**config.mk**
```make
export PLATFORM = sky130hd
export DESIGN_NAME = sense_reg_target
export DESIGN_NICKNAME = d
export VERILOG_FILES = /design/src/rtl/sense_reg_pkg.sv /design/src/rtl/line_filter.sv /design/src/rtl/bus_ctrl.sv /design/src/rtl/reg_datapath.sv /design/src/rtl/sense_reg_target.sv
export SDC_FILE = /design/constraint.sdc
export NUM_CORES = 1
export LEC_CHECK = 0
export ABC_AREA = 1
export BUFFER_PORTS_ARGS = -buffer_cell sky130_fd_sc_hd__buf_2
export CORE_MARGIN = 5
export CORE_UTILIZATION = 45
export CTS_BUF_LIST = sky130_fd_sc_hd__clkbuf_8 sky130_fd_sc_hd__clkbuf_16
export DETAILED_ROUTE_END_ITERATION = 7
export PLACE_DENSITY = 0.68
export SLEW_MARGIN = 20
export SYNTH_ARGS = -nofsm -noshare
export SYNTH_HDL_FRONTEND = slang
export SYNTH_SLANG_ARGS = --single-unit
```
**constraint.sdc**
```tcl
create_clock -name clk -period 2.4 [get_ports clk]
set_clock_uncertainty 0.2 [all_clocks]
set_input_delay 0.6 -clock clk [delete_from_list [all_inputs] [get_ports clk]]
set_output_delay 0.6 -clock clk [all_outputs]
set_load 0.05 [all_outputs]
```
**src/rtl/sense_reg_pkg.sv**
```systemverilog
package sense_reg_pkg;
  localparam int ByteW = 8;

  typedef struct packed {
    logic             ptrLoad;
    logic             wrEn;
    logic             rdAdv;
    logic [ByteW-1:0] data;
  } strobe_t;

  typedef enum logic [2:0] {
    ST_IDLE, ST_RECV, ST_ACK, ST_SEND, ST_MACK, ST_SKIP
  } bus_state_t;

  typedef enum logic [1:0] {PH_ADDR, PH_PTR, PH_DATA} phase_t;
endpackage

```
**src/rtl/line_filter.sv**
```systemverilog
module line_filter #(
  parameter int FILT_LEN = 3
) (
  input  logic clk,
  input  logic rstN,
  input  logic din,
  output logic q
);
  localparam int CntW = $clog2(FILT_LEN + 1);
  localparam logic [CntW-1:0] CntLast = CntW'(FILT_LEN - 1);

  logic [1:0]      syncQ;
  logic [CntW-1:0] cnt;

  always_ff @(posedge clk) begin
    if (!rstN) begin
      syncQ <= 2'b11;
      cnt   <= '0;
      q     <= 1'b1;
    end else begin
      syncQ <= {syncQ[0], din};
      if (syncQ[1] == q) begin
        cnt <= '0;
      end else if (cnt == CntLast) begin
        q   <= syncQ[1];
        cnt <= '0;
      end else begin
        cnt <= cnt + 1'b1;
      end
    end
  end
endmodule

```
**src/rtl/bus_ctrl.sv**
```systemverilog
module bus_ctrl
  import sense_reg_pkg::*;
(
  input  logic       clk,
  input  logic       rstN,
  input  logic       sclF,
  input  logic       sdaF,
  input  logic [6:0] devAddr,
  input  logic [7:0] rdData,
  output strobe_t    strb,
  output logic       sdaOe
);
  bus_state_t state;
  phase_t     phase;
  logic       sclPrev, sdaPrev, readMode, mAck;
  logic [3:0] bitCnt;
  logic [7:0] shiftIn, txShift;
  logic       sclRise, sclFall, startC, stopC;

  assign sclRise = sclF & ~sclPrev;
  assign sclFall = ~sclF & sclPrev;
  assign startC  = sclF & sclPrev & sdaPrev & ~sdaF;
  assign stopC   = sclF & sclPrev & ~sdaPrev & sdaF;

  always_ff @(posedge clk) begin
    if (!rstN) begin
      state <= ST_IDLE; phase <= PH_ADDR;
      sclPrev <= 1'b1; sdaPrev <= 1'b1;
      readMode <= 1'b0; mAck <= 1'b0; bitCnt <= '0;
      shiftIn <= '0; txShift <= '0; sdaOe <= 1'b0; strb <= '0;
    end else begin
      sclPrev <= sclF;
      sdaPrev <= sdaF;
      strb.ptrLoad <= 1'b0;
      strb.wrEn    <= 1'b0;
      strb.rdAdv   <= 1'b0;
      if (startC) begin
        state <= ST_RECV; phase <= PH_ADDR; bitCnt <= '0; sdaOe <= 1'b0;
      end else if (stopC) begin
        state <= ST_IDLE; sdaOe <= 1'b0;
      end else begin
        case (state)
          ST_RECV: begin
            if (sclRise && bitCnt != 4'd8) begin
              shiftIn <= {shiftIn[6:0], sdaF};
              bitCnt  <= bitCnt + 1'b1;
            end
            if (sclFall && bitCnt == 4'd8) begin
              bitCnt <= '0;
              case (phase)
                PH_ADDR: begin
                  if (shiftIn[7:1] == devAddr) begin
                    state <= ST_ACK; sdaOe <= 1'b1;
                    readMode <= shiftIn[0]; phase <= PH_PTR;
                  end else begin
                    state <= ST_SKIP;
                  end
                end
                PH_PTR: begin
                  strb.ptrLoad <= 1'b1; strb.data <= shiftIn;
                  state <= ST_ACK; sdaOe <= 1'b1; phase <= PH_DATA;
                end
                default: begin
                  strb.wrEn <= 1'b1; strb.data <= shiftIn;
                  state <= ST_ACK; sdaOe <= 1'b1;
                end
              endcase
            end
          end
          ST_ACK: begin
            if (sclFall) begin
              bitCnt <= '0;
              if (readMode) begin
                state <= ST_SEND; txShift <= rdData;
                sdaOe <= ~rdData[7]; strb.rdAdv <= 1'b1;
              end else begin
                state <= ST_RECV; sdaOe <= 1'b0;
              end
            end
          end
          ST_SEND: begin
            if (sclFall) begin
              if (bitCnt == 4'd7) begin
                state <= ST_MACK; sdaOe <= 1'b0;
              end else begin
                txShift <= {txShift[6:0], 1'b0};
                sdaOe   <= ~txShift[6];
                bitCnt  <= bitCnt + 1'b1;
              end
            end
          end
          ST_MACK: begin
            if (sclRise) mAck <= ~sdaF;
            if (sclFall) begin
              bitCnt <= '0;
              if (mAck) begin
                state <= ST_SEND; txShift <= rdData;
                sdaOe <= ~rdData[7]; strb.rdAdv <= 1'b1;
              end else begin
                state <= ST_SKIP;
              end
            end
          end
          default: ;
        endcase
      end
    end
  end
endmodule

```
**src/rtl/reg_datapath.sv**
```systemverilog
module reg_datapath
  import sense_reg_pkg::*;
#(
  parameter int NUM_RESULT = 10,
  parameter logic [7:0] CTRL2_MASK = 8'h0C,
  parameter int LATCH_BIT = 4
) (
  input  logic                    clk,
  input  logic                    rstN,
  input  strobe_t                 strb,
  input  logic [NUM_RESULT*8-1:0] resultBytes,
  output logic [7:0]              rdData,
  output logic [7:0]              ctrl1Out,
  output logic [7:0]              ctrl2Out,
  output logic                    latchClr
);
  localparam int PtrW = $clog2(NUM_RESULT + 2);
  localparam logic [PtrW-1:0] Ctrl1Idx = PtrW'(NUM_RESULT);
  localparam logic [PtrW-1:0] LastIdx  = PtrW'(NUM_RESULT + 1);
  localparam logic [7:0]      LastByte = 8'(NUM_RESULT + 1);

  logic [PtrW-1:0] ptr;
  logic [PtrW-1:0] ptrNext;

  assign ptrNext = (ptr == LastIdx) ? ptr : ptr + 1'b1;

  always_ff @(posedge clk) begin
    if (!rstN) begin
      ptr <= '0; ctrl1Out <= '0; ctrl2Out <= '0; latchClr <= 1'b0;
    end else begin
      latchClr <= 1'b0;
      if (strb.ptrLoad) begin
        ptr <= (strb.data > LastByte) ? LastIdx : strb.data[PtrW-1:0];
      end else if (strb.wrEn) begin
        if (ptr == Ctrl1Idx) begin
          ctrl1Out <= strb.data & ~(8'h01 << LATCH_BIT);
          latchClr <= strb.data[LATCH_BIT];
        end else if (ptr == LastIdx) begin
          ctrl2Out <= strb.data & CTRL2_MASK;
        end
        ptr <= ptrNext;
      end else if (strb.rdAdv) begin
        ptr <= ptrNext;
      end
    end
  end

  always_comb begin
    rdData = '0;
    for (int i = 0; i < NUM_RESULT; i++) begin
      if (ptr == PtrW'(i)) rdData = resultBytes[8*i +: 8];
    end
    if (ptr == Ctrl1Idx) rdData = ctrl1Out;
    if (ptr == LastIdx)  rdData = ctrl2Out;
  end
endmodule

```
**src/rtl/sense_reg_target.sv**
```systemverilog
module sense_reg_target
  import sense_reg_pkg::*;
#(
  parameter int NUM_RESULT = 10,
  parameter int FILT_LEN = 3,
  parameter logic [2:0] ADDR_HI = 3'b111
) (
  input  logic                    clk,
  input  logic                    rstN,
  input  logic                    sclIn,
  input  logic                    sdaIn,
  output logic                    sdaOe,
  input  logic [1:0]              strapA,
  input  logic [1:0]              strapB,
  input  logic [NUM_RESULT*8-1:0] resultBytes,
  output logic [7:0]              ctrl1Out,
  output logic [7:0]              ctrl2Out,
  output logic                    latchClr
);
  localparam int NumLines = 2;

  logic [NumLines-1:0] rawLines, filtLines;
  strobe_t             strb;
  logic [7:0]          rdData;
  logic                regWrite;

  assign rawLines = {sdaIn, sclIn};
  assign regWrite = strb.wrEn;

  for (genvar g = 0; g < NumLines; g++) begin : g_line
    line_filter #(.FILT_LEN(FILT_LEN)) u_filt (
      .clk(clk), .rstN(rstN), .din(rawLines[g]), .q(filtLines[g])
    );
  end

  bus_ctrl u_ctrl (
    .clk(clk), .rstN(rstN), .sclF(filtLines[0]), .sdaF(filtLines[1]),
    .devAddr({ADDR_HI, strapA, strapB}), .rdData(rdData),
    .strb(strb), .sdaOe(sdaOe)
  );

  reg_datapath #(.NUM_RESULT(NUM_RESULT)) u_dp (
    .clk(clk), .rstN(rstN), .strb(strb), .resultBytes(resultBytes),
    .rdData(rdData), .ctrl1Out(ctrl1Out), .ctrl2Out(ctrl2Out),
    .latchClr(latchClr)
  );
endmodule

```
## Word-level counts from Yosys, hierarchy flattened

Cells that the tools add are included.

- Input bits: 88
- Flip-flop bits (word level): 64
- Output and inout bits: 18

- Reduce and logical (&&, ||, !) cells: 32
- Magnitude comparators: 1
- Add/sub/neg operators: 4
- Bitwise gates (word level): 24
- Multiplexer cells: 61
- Equality and inequality tests: 41

Operator list:

| cell | number |
|---|---|
| 2-to-1 mux 8 bit | 12 |
| 2-to-1 mux 7 bit | 6 |
| 2-to-1 mux 4 bit | 10 |
| 2-to-1 mux 3 bit | 8 |
| AND reduction 6 bit | 4 |
| one-hot mux 7 bit (3 select lines) | 1 |
| == test 4 x 3 -> 1 bit, second input constant | 5 |
| == test 4 bit, second input constant | 5 |
| != test 4 x 1 -> 1 bit, second input constant | 5 |
| != test 2 x 1 -> 1 bit, second input constant | 9 |
| 2-to-1 mux 1 bit | 17 |
| NOT 1 bit | 17 |
| one-hot mux 3 bit (4 select lines) | 1 |
| one-hot mux 4 bit (3 select lines) | 1 |
| AND reduction 4 bit | 3 |
| AND reduction 5 bit | 2 |
| AND reduction 9 bit | 1 |
| nonzero test 3 bit | 3 |
| OR reduction 3 bit | 3 |
| adder 4 x 1 -> 4 bit, second input constant | 2 |
| == test 4 x 2 -> 1 bit, second input constant | 2 |
| greater-than comparator 8 x 4 -> 1 bit, second input constant | 1 |
| AND 1 bit | 7 |
| == test 7 bit | 1 |
| other kinds (28) | 37 |

## Logic depth before layout (Yosys ltp)

- Word-level depth: 17
- Gate-level depth with buffers: 19

## By module

Synthesis repeated with hierarchy kept, for this count alone.

- Cell total of the unflattened synthesis: 725
- Area total of the unflattened synthesis: 4,359.2 um2

Modules (own cells, without submodules):

| module | area each (um2) | instances | cells each | seq. area each (um2) |
|---|---|---|---|---|
| bus_ctrl | 2,160.8 | 1 | 332 | 800.8 |
| reg_datapath | 1,831.8 | 1 | 352 | 280.3 |
| line_filter | 181.4 | 2 | 20 | 100.1 |
| sense_reg_target | 3.8 | 1 | 1 | 0.0 |

## Least setup slack after synthesis

No wires, ideal clock.

- Path type: reg2reg
- Start: register u_dp.ptr[0]
- End: register u_ctrl.txShift[4]
- Slack: 440 ps
- Required time: 2,081 ps
- Buffers on the path: 0
- Arrival: 1,640 ps
- Setup time: 119 ps
- Cell stages (with the launch flop): 11
- Period minus slack after synthesis: 1,960 ps
- Cell sequence: dfxtp_1 -> inv_1 -> ha_1 -> inv_1 -> nor2_4 -> clkinv_1 -> or2_2 -> nand3_1 -> nand3b_1 -> nand2_1 -> a21oi_1

- Word-level cells in the longest chain between the ends: 16
- Elaborated cells between the ends (all ways): 29
- Classes of those cells: eq/ne (11); mux (17); reduce/logical (1)

Ends and longest elaborated chain:

| item | line | source |
|---|---|---|
| from (decl) | reg_datapath.sv:22 | `logic [PtrW-1:0] ptr;` |
| from (signal assigned) | reg_datapath.sv:33 | `ptr <= (strb.data > LastByte) ? LastIdx : strb.data[PtrW-1:0];` |
| from (signal assigned) | reg_datapath.sv:41 | `ptr <= ptrNext;` |
| from (signal assigned) | reg_datapath.sv:43 | `ptr <= ptrNext;` |
| zero test 4 bit | reg_datapath.sv:51 | `if (ptr == PtrW'(i)) rdData = resultBytes[8*i +: 8];` |
| 2-to-1 mux 8 bit (10 in a row) | reg_datapath.sv:51 |  |
| 2-to-1 mux 8 bit | reg_datapath.sv:53 | `if (ptr == Ctrl1Idx) rdData = ctrl1Out;` |
| 2-to-1 mux 8 bit (*) | reg_datapath.sv:54 | `if (ptr == LastIdx) rdData = ctrl2Out;` |
| 2-to-1 mux 7 bit, on equally long branches | bus_ctrl.sv:96, bus_ctrl.sv:73 |  |
| 2-to-1 mux 7 bit, on equally long branches | bus_ctrl.sv:94, bus_ctrl.sv:71 |  |
| one-hot mux 7 bit (3 select lines) (*) | bus_ctrl.sv:42 | `case (state)` |
| to (signal assigned) | bus_ctrl.sv:86 | `txShift <= {txShift[6:0], 1'b0};` |
| to (decl) | bus_ctrl.sv:17 | `logic [7:0] shiftIn, txShift;` |

Every way passes the cells marked *; elsewhere a longest branch is shown, timed or not. The select of a mux whose other input is x is not followed.
A chain may end at the register's enable or synchronous reset.

## Worst setup path in the final report

- Start: register u_dp.ptr[1]
- End: register u_ctrl.txShift[3]

The elaborated chain is that of the path after synthesis.

==> results.sh <==
export IMPL_clock_sinks=64
export IMPL_min_from="g_line[0].u_filt.syncQ[0]"
export IMPL_grt_remaining_overflow=0
export IMPL_finalSetupViolCount=0
export IMPL_stdcell_area_um2=4810
export IMPL_io_buffers=98
export IMPL_maxCapViolCount=0
export IMPL_diodes=0
export IMPL_die_h_um=104
export IMPL_nFillCells=895
export IMPL_dieArea_um2=10900
export IMPL_insertion_delay_ps=320
export IMPL_period_needed_ps=2190
export IMPL_boundaryPins=106
export IMPL_rsz0062_at_grt="true"
export IMPL_drive_gt1_share_pct=22.9
export IMPL_power_density_nw_per_um2=548
export IMPL_maxSlewViolCount=0
export IMPL_grtUsageTotal_pct=19.4
export IMPL_r2r_cells=18
export IMPL_synth_cells=633
export IMPL_cp_data_arrival_time_ps=2240
export IMPL_worstPathRequired_ps=2450
export IMPL_grt_pass1_wl_mm=18.0
export IMPL_clkSlewWorstSetupHoldPaths_ps=80
export IMPL_crit_fanout=7
export IMPL_grt_pass1_vias=3944
export IMPL_rrSetupSlack_ps=210
export IMPL_routabilityCongestion=0.923
export IMPL_cts_buffers=9
export IMPL_worstReg2RegStart="u_dp.ptr[1]"
export IMPL_drt_first_pass_iters=5
export IMPL_hp_class="reg -> reg"
export IMPL_die_w_um=104
export IMPL_finalWirelength_mm=10.9
export IMPL_cts_root_buf="clkbuf_8"
export IMPL_core_um2=8680
export IMPL_routed_via_count=4245
export IMPL_p_leak_nw=2.43
export IMPL_ys_ff_latch=64
export IMPL_yosysSeqAreaShare_pct=32.0
export IMPL_wire_per_inst_um=12.8
export IMPL_hold_buffers=0
export IMPL_dp_hpwl_mm=8.76
export IMPL_area_growth_pct=20.2
export IMPL_ys_types=37
export IMPL_antenna_found_initial=0
export IMPL_yosys_warnings=0
export IMPL_placed_area_um2=4600
export IMPL_h_tree_depth=3
export IMPL_cts_tree="yes"
export IMPL_reg2reg_to="u_ctrl.txShift[3]"
export IMPL_grt_max_degree=33
export IMPL_finish_utilization_pct=55.4
export IMPL_cts_path_max_buffers=2
export IMPL_rows=34
export IMPL_nets=832
export IMPL_finalPower_mw=2.63
export IMPL_start_kind="flop"
export IMPL_initial_core_util_pct=46.2
export IMPL_run_status="finished clean"
export IMPL_whs_endpoint="g_line[0].u_filt.syncQ[1]"
export IMPL_min_path_cells=1
export IMPL_synth_area_um2=4010
export IMPL_period_share_pct=91.0
export IMPL_critPathKind="reg -> reg"
export IMPL_clock_fmax_mhz=458
export IMPL_peakVddDrop_v=0.000357
export IMPL_syn_avg_cell_area_um2=6.33
export IMPL_hold_violations=0
export IMPL_postRouteAntennaNets=0
export IMPL_end_kind="flop"
export IMPL_remaining_drc_errors=0
export IMPL_first_iter_violations=232
export IMPL_vias_per_cell=5.00
-- layer usage --
layer,track usage (%),vias to the layer above,wire [um]
met3,3.97,8,733
li1,-,2216,-
met1,25.9,1888,5050
met2,32.5,133,5010
met4,3.70,0,83
met5,0,-,0
-- cell usage after synthesis, drive strengths merged --
master  count  area [um^2]
a211oi     10         75.1
a21oi      42          218
a41oi       2         17.5
buf        18          116
clkbuf      6         22.5
clkinv      1         3.75
conb        1         3.75
dfxtp      64         1280
ha          8          100
inv        86          323
nand2     159          607
nand3      37          185
nand3b      4         30.0
nand4       8         50.1
nor2      100          428
nor3       15         96.4
nor4        5         58.8
o211ai      6         45.0
o21ai      43          219
o311ai      1         8.76
or2        13         81.3
xnor2       3         26.3
xor2        1         8.76
-- flip-flops by register name (all words and copies together), names as in the netlist, 3 cells and up --
name                 cells
g_line.u_filt.syncQ      4
g_line.u_filt.cnt        4
u_ctrl.txShift           7
u_ctrl.bitCnt            4
u_ctrl.shiftIn           8
u_dp.ctrl1Out            7
u_ctrl.strb             11
u_ctrl.state             3
u_dp.ptr                 4
-- metrics by stage --
stage | setup TNS (ps) | setup slack, ps | hold slack, ps | cells
2_1_floorplan | 0 | 440 | 193 | 639
3_3_place_gp | 0 | 63.6 | 197 | 833
3_5_place_dp | 0 | 36.1 | 200 | 833
4_1_cts | 0 | 5.94 | 219 | 849
5_1_grt | -1.78 | -1.78 | 231 | 849
6_report | 0 | 215 | 215 | 849
-- what timing repair did --
action / 4_1_cts / 5_1_grt
setup buffers: 0 / 0
endpoints found under the setup margin: 0 / 8
resized for setup: 0 / 9
-- layout by cell type (no fill, tap or decap), drive strengths merged --
master      n
ha          8
clkinvlp    3
or2        13
a211oi     10
nand2     159
o211ai      6
inv        87
nand3      37
clkbuf      9
nor3       15
nor4        5
nand3b      4
buf       110
xnor2       3
nand4       8
o21ai      43
a41oi       2
nor2      100
conb        7
o311ai      1
xor2        1
a21oi      42
dfxtp      64
clkinv      4
-- critical path: stages, from the launching register on --
cell     delay [ps]
dfxtp_1         340
inv_1           150
ha_2            280
nand3_1         170
inv_2           160
nand2_1          70
nand2_1          60
inv_1            40
nand3_1          70
nand2_1          60
nand2_1          50
nand2_1          40
nand2_1          50
nand2_1          40
nand2_1          60
nand2_1          40
nand2_1          60
nand2_1          50
a21oi_1         110
-- worst max-delay path by stage --
stage          cells after the start                 to         from  slack (ps)
5_1_grt                           18  u_ctrl.txShift[2]  u_dp.ptr[1]          -2
3_3_place_gp                      16  u_ctrl.txShift[6]  u_dp.ptr[1]          60
2_1_floorplan                     10  u_ctrl.txShift[4]  u_dp.ptr[0]         440
3_5_place_dp                      16  u_ctrl.txShift[6]  u_dp.ptr[1]          40
4_1_cts                           16  u_ctrl.txShift[6]  u_dp.ptr[1]           6
6_report                          18  u_ctrl.txShift[3]  u_dp.ptr[1]         210
-- layout make-up --
class                   instances  area [um^2]  share of cell area (%)
clock buffers                   9          124                    2.57
clock inverters                 7         47.5                   0.988
inverters                      87          330                    6.86
multi-input cells             464         2310                    48.1
flip-flops and latches         64         1280                    26.6
well taps                     108          135                    2.81
repair buffers                110          581                    12.1
-- where the power goes --
part           total (mW)  internal, mW  switching (mW)
sequential           1.17          1.13          0.0427
combinational       0.670         0.238           0.431
clock               0.796         0.374           0.422
total                2.63          1.74           0.897
-- kinds of logic (layout without fill, tap and decap cells) --
family / Yosys count / count (layout) / share of synthesized area (%)
other: 1 / 7 / 0.0936
and+or+nand+nor: 341 / 341 / 38.4
adders and majority gates: 8 / 8 / 2.50
AOI/OAI and AO/OA: 104 / 104 / 14.6
xor gates and xnor gates: 4 / 4 / 0.875
DFF: 64 / 64 / 32.0
buffers and inverters: 111 / 213 / 11.6
No activity file was read; power rests on OpenSTA's default activity.
